$ cat src/rtl/ring_tlb_pkg.sv
package ring_tlb_pkg;

  typedef enum logic [1:0] {ST_IDLE, ST_LOOK, ST_PTCHK, ST_MEMRD} tlb_state_e;

  localparam logic [5:0] CS_I_MISS    = 6'd16;
  localparam logic [5:0] CS_I_MULTI   = 6'd17;
  localparam logic [5:0] CS_I_PRIV    = 6'd18;
  localparam logic [5:0] CS_I_PROHIB  = 6'd20;
  localparam logic [5:0] CS_D_MISS    = 6'd24;
  localparam logic [5:0] CS_D_MULTI   = 6'd25;
  localparam logic [5:0] CS_D_PRIV    = 6'd26;
  localparam logic [5:0] CS_LD_PROHIB = 6'd28;
  localparam logic [5:0] CS_ST_PROHIB = 6'd29;

  // {exec, write, read}
  function automatic logic [2:0] attr_rights(input logic [3:0] a);
    if (a < 4'd12)       return {a[1], a[0], 1'b1};
    else if (a == 4'd13) return 3'b011;
    else                 return 3'b000;
  endfunction

  function automatic logic access_ok(input logic [2:0] r, input logic [1:0] acc);
    if (acc == 2'd1)      return r[1];
    else if (acc == 2'd2) return r[2];
    else                  return r[0];
  endfunction

  function automatic logic [5:0] miss_cause(input logic [1:0] acc);
    return (acc == 2'd2) ? CS_I_MISS : CS_D_MISS;
  endfunction

  function automatic logic [5:0] multi_cause(input logic [1:0] acc);
    return (acc == 2'd2) ? CS_I_MULTI : CS_D_MULTI;
  endfunction

  function automatic logic [5:0] priv_cause(input logic [1:0] acc);
    return (acc == 2'd2) ? CS_I_PRIV : CS_D_PRIV;
  endfunction

  function automatic logic [5:0] prohib_cause(input logic [1:0] acc);
    if (acc == 2'd1)      return CS_ST_PROHIB;
    else if (acc == 2'd2) return CS_I_PROHIB;
    else                  return CS_LD_PROHIB;
  endfunction

endpackage

$ cat src/rtl/ring_tlb_way.sv
module ring_tlb_way #(
  parameter int VPN_W    = 20,
  parameter int SET_BITS = 2
) (
  input  logic                clk,
  input  logic                rst,
  input  logic                we,
  input  logic [VPN_W-1:0]    wtag,
  input  logic [7:0]          wasid,
  input  logic [VPN_W-1:0]    wppn,
  input  logic [3:0]          wattr,
  input  logic [SET_BITS-1:0] ridx,
  output logic [VPN_W-1:0]    rtag,
  output logic [7:0]          rasid,
  output logic [VPN_W-1:0]    rppn,
  output logic [3:0]          rattr
);
  localparam int SETS  = 1 << SET_BITS;
  localparam int ENT_W = 2 * VPN_W + 12;

  logic [ENT_W-1:0]    mem [SETS];
  logic [SETS-1:0]     written;
  logic [ENT_W-1:0]    rd_q;
  logic                rd_vld;
  logic [SET_BITS-1:0] widx;

  assign widx = wtag[SET_BITS-1:0];

  // Data array: no reset, simple dual port, registered read.
  always_ff @(posedge clk) begin
    if (we) mem[widx] <= {wtag, wasid, wppn, wattr};
    rd_q <= mem[ridx];
  end

  // Per-entry written flags give the all-invalid state after reset.
  always_ff @(posedge clk) begin
    if (rst) begin
      written <= '0;
      rd_vld  <= 1'b0;
    end else begin
      if (we) written[widx] <= 1'b1;
      rd_vld <= written[ridx];
    end
  end

  assign rtag  = rd_q[ENT_W-1 -: VPN_W];
  assign rasid = rd_vld ? rd_q[VPN_W+11 -: 8] : 8'd0;
  assign rppn  = rd_q[VPN_W+3 -: VPN_W];
  assign rattr = rd_q[3:0];
endmodule

$ cat src/rtl/ring_tlb_ringmap.sv
module ring_tlb_ringmap (
  input  logic [31:0] ring_reg,
  input  logic [7:0]  asid,
  output logic [1:0]  ring
);
  always_comb begin
    ring = 2'd3;
    for (int i = 3; i >= 0; i--) begin
      if (ring_reg[8*i +: 8] == asid) ring = 2'(i);
    end
  end
endmodule

$ cat src/rtl/ring_tlb.sv
module ring_tlb
  import ring_tlb_pkg::*;
#(
  parameter int PAGE_BITS = 12,
  parameter int SET_BITS  = 2,
  parameter int NWAYS     = 4
) (
  input  logic                           clk,
  input  logic                           rst,
  input  logic                           req_valid,
  output logic                           req_ready,
  input  logic [31:0]                    req_vaddr,
  input  logic [1:0]                     req_acc,
  input  logic [1:0]                     req_priv,
  input  logic [31:0]                    pte_base,
  input  logic                           ring_we,
  input  logic [31:0]                    ring_wdata,
  input  logic                           sw_we,
  input  logic [$clog2(NWAYS)-1:0]       sw_way,
  input  logic [31-PAGE_BITS:0]          sw_vpn,
  input  logic [7:0]                     sw_asid,
  input  logic [31-PAGE_BITS:0]          sw_ppn,
  input  logic [3:0]                     sw_attr,
  output logic                           mem_req,
  output logic [31:0]                    mem_addr,
  input  logic                           mem_ack,
  input  logic [31:0]                    mem_rdata,
  output logic                           rsp_valid,
  output logic                           rsp_fault,
  output logic [5:0]                     rsp_cause,
  output logic [31:0]                    rsp_paddr,
  output logic [31:0]                    rsp_size,
  output logic [2:0]                     rsp_rights
);
  localparam int          VPN_W     = 32 - PAGE_BITS;
  localparam int          WAY_W     = $clog2(NWAYS);
  localparam int          WIN_LO    = 22;
  localparam logic [31:0] PAGE_SIZE = 32'd1 << PAGE_BITS;

  tlb_state_e          state;
  logic [31:0]         va_q, pte_q;
  logic [1:0]          acc_q, priv_q;
  logic [31:0]         ring_q;
  logic [WAY_W-1:0]    refill_cnt, nxt_way;

  logic [SET_BITS-1:0] rd_idx;
  logic [31:0]         pte_addr_c;
  logic [VPN_W-1:0]    cmp_vpn;
  logic [NWAYS-1:0]    hit, way_we;
  logic [VPN_W-1:0]    rd_tag [NWAYS];
  logic [7:0]          rd_asid [NWAYS];
  logic [VPN_W-1:0]    rd_ppn [NWAYS];
  logic [3:0]          rd_attr [NWAYS];
  logic [7:0]          sel_asid;
  logic [VPN_W-1:0]    sel_ppn;
  logic [3:0]          sel_attr;
  logic [1:0]          hit_ring;

  logic                refill_wr;
  logic [VPN_W-1:0]    wr_tag, wr_ppn;
  logic [7:0]          wr_asid;
  logic [3:0]          wr_attr;

  logic                fin, r_fault;
  logic [5:0]          r_cause;
  logic [2:0]          r_rights;
  logic [VPN_W-1:0]    r_ppn;
  logic [1:0]          chk_ring;
  logic [3:0]          chk_attr;
  logic                one_hit, no_hit, in_window, pte_ok;
  logic                unused_pte_bits;

  assign req_ready       = (state == ST_IDLE);
  assign pte_addr_c      = (pte_base | (va_q >> 10)) & ~32'h3;
  assign rd_idx          = (state == ST_LOOK) ? pte_addr_c[PAGE_BITS +: SET_BITS]
                                              : req_vaddr[PAGE_BITS +: SET_BITS];
  assign cmp_vpn         = (state == ST_PTCHK) ? pte_q[31:PAGE_BITS] : va_q[31:PAGE_BITS];
  assign in_window       = (priv_q == 2'd0) && (va_q[31:WIN_LO] == pte_base[31:WIN_LO]);
  assign unused_pte_bits = ^mem_rdata[PAGE_BITS-1:6];

  // Write port shared by refill and software writes; refill has priority.
  assign refill_wr = (state == ST_MEMRD) && mem_ack;
  assign nxt_way   = refill_cnt + 1'b1;
  assign wr_tag    = refill_wr ? va_q[31:PAGE_BITS]      : sw_vpn;
  assign wr_ppn    = refill_wr ? mem_rdata[31:PAGE_BITS] : sw_ppn;
  assign wr_attr   = refill_wr ? mem_rdata[3:0]          : sw_attr;
  assign wr_asid   = refill_wr ? ring_q[8*mem_rdata[5:4] +: 8] : sw_asid;

  for (genvar w = 0; w < NWAYS; w++) begin : g_way
    assign way_we[w] = refill_wr ? (nxt_way == WAY_W'(w))
                                 : (sw_we && (sw_way == WAY_W'(w)));
    assign hit[w]    = (rd_asid[w] != 8'd0) && (rd_tag[w] == cmp_vpn);

    ring_tlb_way #(.VPN_W(VPN_W), .SET_BITS(SET_BITS)) u_way (
      .clk  (clk),
      .rst  (rst),
      .we   (way_we[w]),
      .wtag (wr_tag),
      .wasid(wr_asid),
      .wppn (wr_ppn),
      .wattr(wr_attr),
      .ridx (rd_idx),
      .rtag (rd_tag[w]),
      .rasid(rd_asid[w]),
      .rppn (rd_ppn[w]),
      .rattr(rd_attr[w])
    );
  end

  always_comb begin
    sel_asid = '0;
    sel_ppn  = '0;
    sel_attr = '0;
    for (int w = 0; w < NWAYS; w++) begin
      if (hit[w]) begin
        sel_asid = sel_asid | rd_asid[w];
        sel_ppn  = sel_ppn  | rd_ppn[w];
        sel_attr = sel_attr | rd_attr[w];
      end
    end
  end

  ring_tlb_ringmap u_ringmap (.ring_reg(ring_q), .asid(sel_asid), .ring(hit_ring));

  assign one_hit = $onehot(hit);
  assign no_hit  = (hit == '0);
  assign pte_ok  = one_hit && sel_attr_readable(sel_attr);

  function automatic logic sel_attr_readable(input logic [3:0] a);
    logic [2:0] r;
    r = attr_rights(a);
    return r[0];
  endfunction

  // Result of the current state, registered below when fin is set.
  always_comb begin
    chk_ring = (state == ST_MEMRD) ? mem_rdata[5:4] : hit_ring;
    chk_attr = (state == ST_MEMRD) ? mem_rdata[3:0] : sel_attr;
    r_ppn    = (state == ST_MEMRD) ? mem_rdata[31:PAGE_BITS] : sel_ppn;
    r_rights = attr_rights(chk_attr);
    r_fault  = 1'b1;
    if (chk_ring < priv_q)                r_cause = priv_cause(acc_q);
    else if (!access_ok(r_rights, acc_q)) r_cause = prohib_cause(acc_q);
    else begin
      r_cause = 6'd0;
      r_fault = 1'b0;
    end
    fin = 1'b0;
    unique case (state)
      ST_LOOK: begin
        fin = 1'b1;
        if (no_hit) begin
          r_fault = 1'b1;
          r_cause = miss_cause(acc_q);
          fin     = in_window;
        end else if (!one_hit) begin
          r_fault = 1'b1;
          r_cause = multi_cause(acc_q);
        end
      end
      ST_PTCHK: begin
        fin     = !pte_ok;
        r_fault = 1'b1;
        r_cause = miss_cause(acc_q);
      end
      ST_MEMRD: fin = mem_ack;
      default:  fin = 1'b0;
    endcase
  end

  always_ff @(posedge clk) begin
    if (rst) ring_q <= 32'h0403_0201;
    else if (ring_we) ring_q <= ring_wdata;
  end

  always_ff @(posedge clk) begin
    if (rst) begin
      state      <= ST_IDLE;
      va_q       <= '0;
      pte_q      <= '0;
      acc_q      <= '0;
      priv_q     <= '0;
      refill_cnt <= '0;
      mem_req    <= 1'b0;
      mem_addr   <= '0;
      rsp_valid  <= 1'b0;
      rsp_fault  <= 1'b0;
      rsp_cause  <= '0;
      rsp_paddr  <= '0;
      rsp_size   <= '0;
      rsp_rights <= '0;
    end else begin
      rsp_valid <= fin;
      if (fin) begin
        rsp_fault  <= r_fault;
        rsp_cause  <= r_cause;
        rsp_paddr  <= r_fault ? 32'd0 : {r_ppn, va_q[PAGE_BITS-1:0]};
        rsp_size   <= r_fault ? 32'd0 : PAGE_SIZE;
        rsp_rights <= r_fault ? 3'd0  : r_rights;
      end
      unique case (state)
        ST_IDLE: if (req_valid) begin
          va_q   <= req_vaddr;
          acc_q  <= req_acc;
          priv_q <= req_priv;
          state  <= ST_LOOK;
        end
        ST_LOOK: if (fin) state <= ST_IDLE;
                 else begin
                   pte_q <= pte_addr_c;
                   state <= ST_PTCHK;
                 end
        ST_PTCHK: if (fin) state <= ST_IDLE;
                  else begin
                    mem_req  <= 1'b1;
                    mem_addr <= {sel_ppn, pte_q[PAGE_BITS-1:0]};
                    state    <= ST_MEMRD;
                  end
        ST_MEMRD: if (mem_ack) begin
          mem_req    <= 1'b0;
          refill_cnt <= nxt_way;
          state      <= ST_IDLE;
        end
        default: state <= ST_IDLE;
      endcase
    end
  end
endmodule

$ cat config.mk
export PLATFORM = sky130hd
export DESIGN_NAME = ring_tlb
export DESIGN_NICKNAME = d
export VERILOG_FILES = /design/src/rtl/ring_tlb_pkg.sv /design/src/rtl/ring_tlb_way.sv /design/src/rtl/ring_tlb_ringmap.sv /design/src/rtl/ring_tlb.sv
export SDC_FILE = /design/constraint.sdc
export NUM_CORES = 1
export LEC_CHECK = 0
export ABC_CLOCK_PERIOD_IN_PS = 5800
export BUFFER_PORTS_ARGS = -buffer_cell sky130_fd_sc_hd__buf_2
export CAP_MARGIN = 20
export CORE_ASPECT_RATIO = 2
export CORE_MARGIN = 2
export CORE_UTILIZATION = 33
export DETAILED_ROUTE_END_ITERATION = 7
export PLACE_DENSITY = 0.46
export SLEW_MARGIN = 20
export SYNTH_ARGS = -nofsm -noshare
export SYNTH_HDL_FRONTEND = slang
export SYNTH_SLANG_ARGS = --single-unit
$ cat constraint.sdc
create_clock -name clk -period 5.8 [get_ports clk]
set_clock_uncertainty 0.05 [all_clocks]
set_input_delay 0.58 -clock clk [delete_from_list [all_inputs] [get_ports clk]]
set_output_delay 0.58 -clock clk [all_outputs]
set_load 0.02 [all_outputs]
# Word-level counts from Yosys, hierarchy flattened
# Memories as Yosys holds them, arrays and structs flattened. A register that Yosys moved wholly into a read port is not among the register bits.
# Index checks and enable logic that the tools add are counted.
# word_totals
inputBits	192
mem_bits_rw	832
regBits	228
n_memories	4
wordCells	192
output_inout_bits	109
# mem_list
memory	words	word_bits	read_ports	rd_clocked_by_memory_dff	wr	line_no	source
g_way[0].u_way.mem	4	52	1	1	1	ring_tlb_way.sv:21	logic [ENT_W-1:0] mem [SETS];
g_way[1].u_way.mem	4	52	1	1	1	ring_tlb_way.sv:21	
g_way[2].u_way.mem	4	52	1	1	1	ring_tlb_way.sv:21	
g_way[3].u_way.mem	4	52	1	1	1	ring_tlb_way.sv:21	
# classes
n_eq_ne	25
bitwise	15
n_shift	1
n_addsub	4
order_cmp	6
n_reduce_logical	29
mux	85
# op_table
cell	n
$mux W20	8
$eq A20 B20 Y1	4
$mux W8	9
$or A20 B20 Y20	3
$mux W4	11
$mux W32	1
$or A32 B22 Y32	1
$reduce_bool A8 Y1	4
$shiftx A32 B6 Y8	1
$mux W1	30
$or A4 B4 Y4	7
$eq A8 B8 Y1	3
$mux W6	4
$or A8 B8 Y8	3
$mux W2	9
$eq A2 B2 Y1 const B	7
$mux W13	1
$logic_and A1 B1 Y1	12
$pmux W6 S2	1
$eq A10 B10 Y1	1
$reduce_and A2 Y1	5
$bmux W1 S2	4
$eq A2 B1 Y1 const B	4
$eq A4 B4 Y1 const B	2
other kinds (20)	30

# Longest topological paths before layout
# depth
depth_word	24
ltp_mapped	24
depth_no_buf	18

# Modules after synthesis
# Synthesis repeated with hierarchy kept, for this count alone.
# hier_totals
cells_unflattened	2900
area_unflattened_um2	47611.9
# by_module_without_submodules
module	area_per_inst_um2	n_inst	cells_each	seq_area_each_um2
ring_tlb_way	9187.6	4	394	7387.1
ring_tlb	10573.9	1	1290	3503.4
ring_tlb_ringmap	287.8	1	34	0.0

# Worst setup path before layout
# Ideal clock, no wire load.
# synth_timing
path_kind	reg-to-reg
startpoint	reg state[0]
endpoint	mem g_way[1].u_way.mem[3][0] (netlist bit) (enable)
n_path_buf	2
period_less_slack_ns	5.533
setup_time_ns	0.528
t_required_ns	5.222
arrival_time_ns	4.955
setup_slack_ns	0.267
stages_incl_launch_ff	9
path_cell_list	dfxtp_1 -> ha_1 -> clkbuf_1 -> nand2_1 -> clkbuf_1 -> nand3_1 -> nor2_1 -> a21oi_1 -> nor3_1
# synth_between
elab_chain_cells	5
word_cells_on_any_way	6
classes_between	eq/ne: 1; mux: 4; reduce/logical: 1
# synth_rtl
element	line_no	source
from (decl)	ring_tlb.sv:40	tlb_state_e state;
from (signal assigned)	ring_tlb.sv:178	state <= ST_IDLE;
from (signal assigned)	ring_tlb.sv:206	state <= ST_LOOK;
from (signal assigned)	ring_tlb.sv:208	ST_LOOK: if (fin) state <= ST_IDLE;
$eq A2 B2 Y1 *	ring_tlb.sv:82	assign refill_wr = (state == ST_MEMRD) && mem_ack;
$logic_and A1 B1 Y1 *	ring_tlb.sv:82	
$mux W1	ring_tlb.sv:90	assign way_we[w] = refill_wr ? (nxt_way == WAY_W'(w))
$mux W1	ring_tlb_way.sv:31	if (we) mem[widx] <= {wtag, wasid, wppn, wattr};
$mux W1 (not written as such)	ring_tlb_way.sv:31	
to (decl)	ring_tlb_way.sv:21	
# Every way passes the cells marked *; elsewhere a longest branch is shown, timed or not.

# Worst setup path in the final report
# layout_timing
startpoint	reg state[0]
endpoint	reg rsp_paddr[13]
# layout_between
elab_chain_cells	24
word_cells_on_any_way	69
classes_between	add/sub: 3; order compare: 3; eq/ne: 13; mux: 34; bitwise: 9; reduce/logical: 7
# layout_rtl
element	line_no	source
branches (longest 24 deep; another with $mux W20)	n/a	
to (signal assigned)	ring_tlb.sv:197	rsp_paddr <= r_fault ? 32'd0 : {r_ppn, va_q[PAGE_BITS-1:0]};
to (decl)	ring_tlb.sv:31	output logic [31:0] rsp_paddr,
# Parallel ways; which one is timed is not known. The select of a mux whose other input is x is not followed.
# A chain may end at the register's enable or synchronous reset.

==> flow_summary.toml <==
[clocking]
cts_tree = "yes"
clock_sink_count = 1235
clockBufferDepth = 3
cts_buffers = 110
htreeDepth = 3
cts.clk_slew.worst_paths_ps = 70
clkLatencyLatePin_ps = 730
clock_tree.root_cell = "clkbuf_16"

[synth]
synth_top_family_by_area = "simple AND/OR/NAND/NOR gates"
synth_adder_area_share_pct = 0.361
synth_flop_cell = "edfxtp_1"
synth_top_area_cell = "edfxtp_1"
muxShareOfSynthArea_pct = 2.54
synth_cells = 3710
synth-edff-count = 832
synthXorXnorAreaFrac_pct = 1.80
synth.avg_cell_area_um2 = 12.7
synth_area_leaders = "edfxtp_1 53%, dfxtp_1 17%, nand2_1 6.3%"
syn_area_um2 = 47200
synthArstFlopShare_pct = 0
yosysWarnings = 0
synth-simple-area-share_pct = 12.3
synth_compound_area_share_pct = 9.89
synth_top_area_share_pct = 53.0
synth_cell_type_count = 72
synth-seq-cells = 1235
ys_seq_area_share_pct = 70.0

[pwr]
pwr-share-clk_pct = 35.9
finalPower_mw = 20.4
powerDensity_nw_per_um2 = 374
max-vdd-ir-drop_mv = 0.351
internal_power_mw = 14.9
p_seq_share_pct = 51.1
p_comb_share_pct = 13.1
p_leak_nw = 19.2
p_sw_share_pct = 26.7
switchingPower_mw = 5.44

[global_route]
first_global_vias = 29600
grt_max_degree = 204
antenna_found_initial = 1
grt_pass1_wl_mm = 199
grt.total_usage_pct = 18.4
grt_remaining_overflow = 0

[placed_design]
gp_congestion = 0.881
dpl-instance-area_um2 = 50900
io_buffer_count = 258
hpwl_mm = 82.2

[timing]
period_needed_ps = 5500
slew_headroom_pct = 20.0
maxSlewViolCount = 0
tns_ps = 0
post-route-period-util_pct = 94.9
grt_setup_unrepaired = "no"
setup_violations = 0
worstMarginPinSlew_ps = 1200
fmax_mhz = 182
hold_viol_final = 0

[cells_and_area]
syn2layout_area_growth_pct = 15.6
design_area_um2 = 54500
fill_cells = 13600
layout.nets = 4154
ff_latch_area_um2 = 33100
drive_gt1_share_pct = 15.3
multiInputGateArea_um2 = 13000

[setup_path]
slowest_delay_ps = 460
worstPathCellList = "inv_1 -> ha_2 -> buf_12 -> mux2i_2 -> xnor2_1 -> nor4_1 -> nand4_1 -> buf_4 -> nor3_1 -> o41ai_1 -> a22oi_1 -> nand4_1 -> a31o_2 -> ha_1 -> a211oi_1 -> inv_1 -> o221ai_4 -> a21boi_4 -> buf_12 -> a22o_1"
crit_slowest_cell = "nand4_1"
cp-start-kind = "flip-flop"
cp-end-kind = "flip-flop"
critPathBufInv = 5
worst_ep_arrival_time_ps = 6040
crit_required_ps = 6340
r2r_end = "rsp_paddr[13]"
r2r_cells = 20
reg2reg_setup_slack_ps = 300
crit_type = "flip-flop to flip-flop"
critPathTopFamily = "compound AO/OA/AOI/OAI gates"
path_max_fanout = 24
r2r-start = "state[0]"

[floorplanning]
dieArea_um2 = 146000
start_util_pct = 33.2
fp.coreArea_um2 = 142000
core.rowCount = 196
die_w_um = 271
die_h_um = 539
pin_count = 301

[run_status]
status = "completed"

[detailed_routing]
drt_iter0_drc = 2005
antenna_left = 0
routed_wl_mm = 137
drc = 0
firstDrtPassIters = 7
avgViaCountPerCell = 5.00
vias = 29700
post_drt_wl_per_cell_um = 23.2

[worst_hold_path]
worstHoldEndpoint = "va_q[8]"
hold_path_class = "input pin to flip-flop"
holdCritStartpoint = "req_vaddr[8]"
hold_path_depth = 3

[job]
cap_violations = 0
==> power groups by stage <==
| stage | combinational (mW) | sequential (mW) | clock, mW |
|---|---|---|---|
| after CTS | 2.72 | 10.4 | 7.52 |
| final | 2.66 | 10.4 | 7.30 |
| after floorplan | 1.84 | 10.4 | 0 |
| after detailed placement | 2.71 | 10.6 | 0 |
| after global placement | 2.69 | 10.6 | 0 |
| after global routing | 2.95 | 10.5 | 7.83 |
==> cells in the final DEF (no fill, tap or decap), drive strengths merged, types with 22 or more instances in the layout <==
cell    synthesis  final
and2          217    217
clkinv          0     27
xnor2          89     89
buf            83    359
nor3           85     85
nor2          110    111
dfxtp         403    403
inv            60     69
a211oi        214    214
clkbuf        185    164
edfxtp        832    832
a22o           35     35
mux2i          52     52
a22oi          51     51
conb            1     34
a21oi          88     88
nor4           22     22
nand2         790    790
a31oi         208    208
nand4          29     29
==> synth_stat cells, drive strengths merged (3+ instances only) <==
| master | number |
|---|---|
| buf | 83 |
| o21ai | 5 |
| nor2 | 110 |
| mux2 | 21 |
| nor4 | 22 |
| ha | 12 |
| nand3b | 14 |
| o22ai | 3 |
| clkbuf | 185 |
| mux2i | 52 |
| nand4 | 29 |
| and3 | 3 |
| mux4 | 12 |
| dfxtp | 403 |
| xnor2 | 89 |
| o41ai | 16 |
| nor3 | 85 |
| a221oi | 3 |
| a2111oi | 3 |
| nand3 | 5 |
| a211oi | 214 |
| a21oi | 88 |
| edfxtp | 832 |
| nand2 | 790 |
| a21o | 3 |
| a22o | 35 |
| o31ai | 3 |
| a31oi | 208 |
| nor2b | 3 |
| and2 | 217 |
| a22oi | 51 |
| inv | 60 |
| xor2 | 8 |
| o32a | 16 |
==> timing repair <==
action / in CTS / in global routing
endpoints found under the setup margin: 0 / 36
hold buffers: 2 / 0
endpoints found under the hold margin: 2 / 0
resized for setup: 0 / 2
setup buffers: 0 / 2
==> final cells by class <==
class	instances	area share, %
diodes	4	0.0184
clock buffers	164	5.70
multi-input cells	2181	23.8
inverters	60	0.413
well taps	1881	4.32
repair buffers	361	4.29
flip-flops and latches	1235	60.6
clock inverters	44	0.812
==> state kept, by name, summed over array words and instances (netlist names) <==
register and count:
state 2, acc_q 2, refill_cnt 2, g_way.u_way.mem 832
rsp_rights 3, rsp_valid 1, rsp_paddr 32, rsp_cause 4
rsp_size 1, g_way.u_way.written 16, priv_q 2, mem_addr 30
ring_q 32, pte_q 30, g_way.u_way.rd_q 208, va_q 32
g_way.u_way.rd_vld 4, mem_req 1, rsp_fault 1
==> layer usage <==
| metal | up-vias | global-route usage [%] | share of wire, % |
|---|---|---|---|
| li1 | 13900 | - | - |
| met1 | 14900 | 22.0 | 41 |
| met2 | 698 | 34.0 | 53 |
| met3 | 175 | 2.23 | 3.9 |
| met4 | 0 | 5.80 | 2.8 |
| met5 | - | 0 | 0 |
==> how the worst max path moves through the flow <==
| stage | end | slack (ps) | depth (start not counted) | startpoint |
|---|---|---|---|---|
| CTS | rsp_paddr[9] | 120 | 18 | state[0] |
| detailed placement | rsp_paddr[2] | 170 | 18 | state[0] |
| global placement | rsp_paddr[11] | 140 | 18 | state[0] |
| floorplan | g_way[1].u_way.mem[3][0] | 270 | 8 | state[0] |
| global route | rsp_paddr[15] | 20 | 22 | state[0] |
| finish | rsp_paddr[13] | 300 | 20 | state[0] |
==> cell families (layout without fill, tap and decap cells) <==
kind of cell,Yosys count,count (layout)
AND/OR/NAND/NOR,1288,1289
adder cells (fa/ha/maj),13,13
AO/OA/AOI/OAI,663,663
flip-flops,1235,1235
multiplexers,85,85
other,1,38
XOR/XNOR,97,97
buffers and inverters,328,629
==> worst register-to-register path: cells and delay by family (launching register included) <==
kind	cells	cell delay, ps
compound gates	7	1620
xor+xnor	1	120
flops	1	330
fa+ha+maj	2	500
buf+inv	5	1030
mux	1	430
simple gates	4	1310
==> through the flow <==
step / util [%] / hold WS (ps) / instances / worst slack, ps
floorplan: - / 382 / 3743 / 267
global placement: 35.8 / 385 / 5713 / 141
detailed placement: 35.8 / 392 / 5713 / 175
CTS: 38.3 / 0.583 / 5923 / 123
global route: 38.3 / 36.3 / 5927 / 22.8
finish: 38.3 / 55.4 / 5930 / 296
Note: power is estimated with default switching activity, not from simulation.
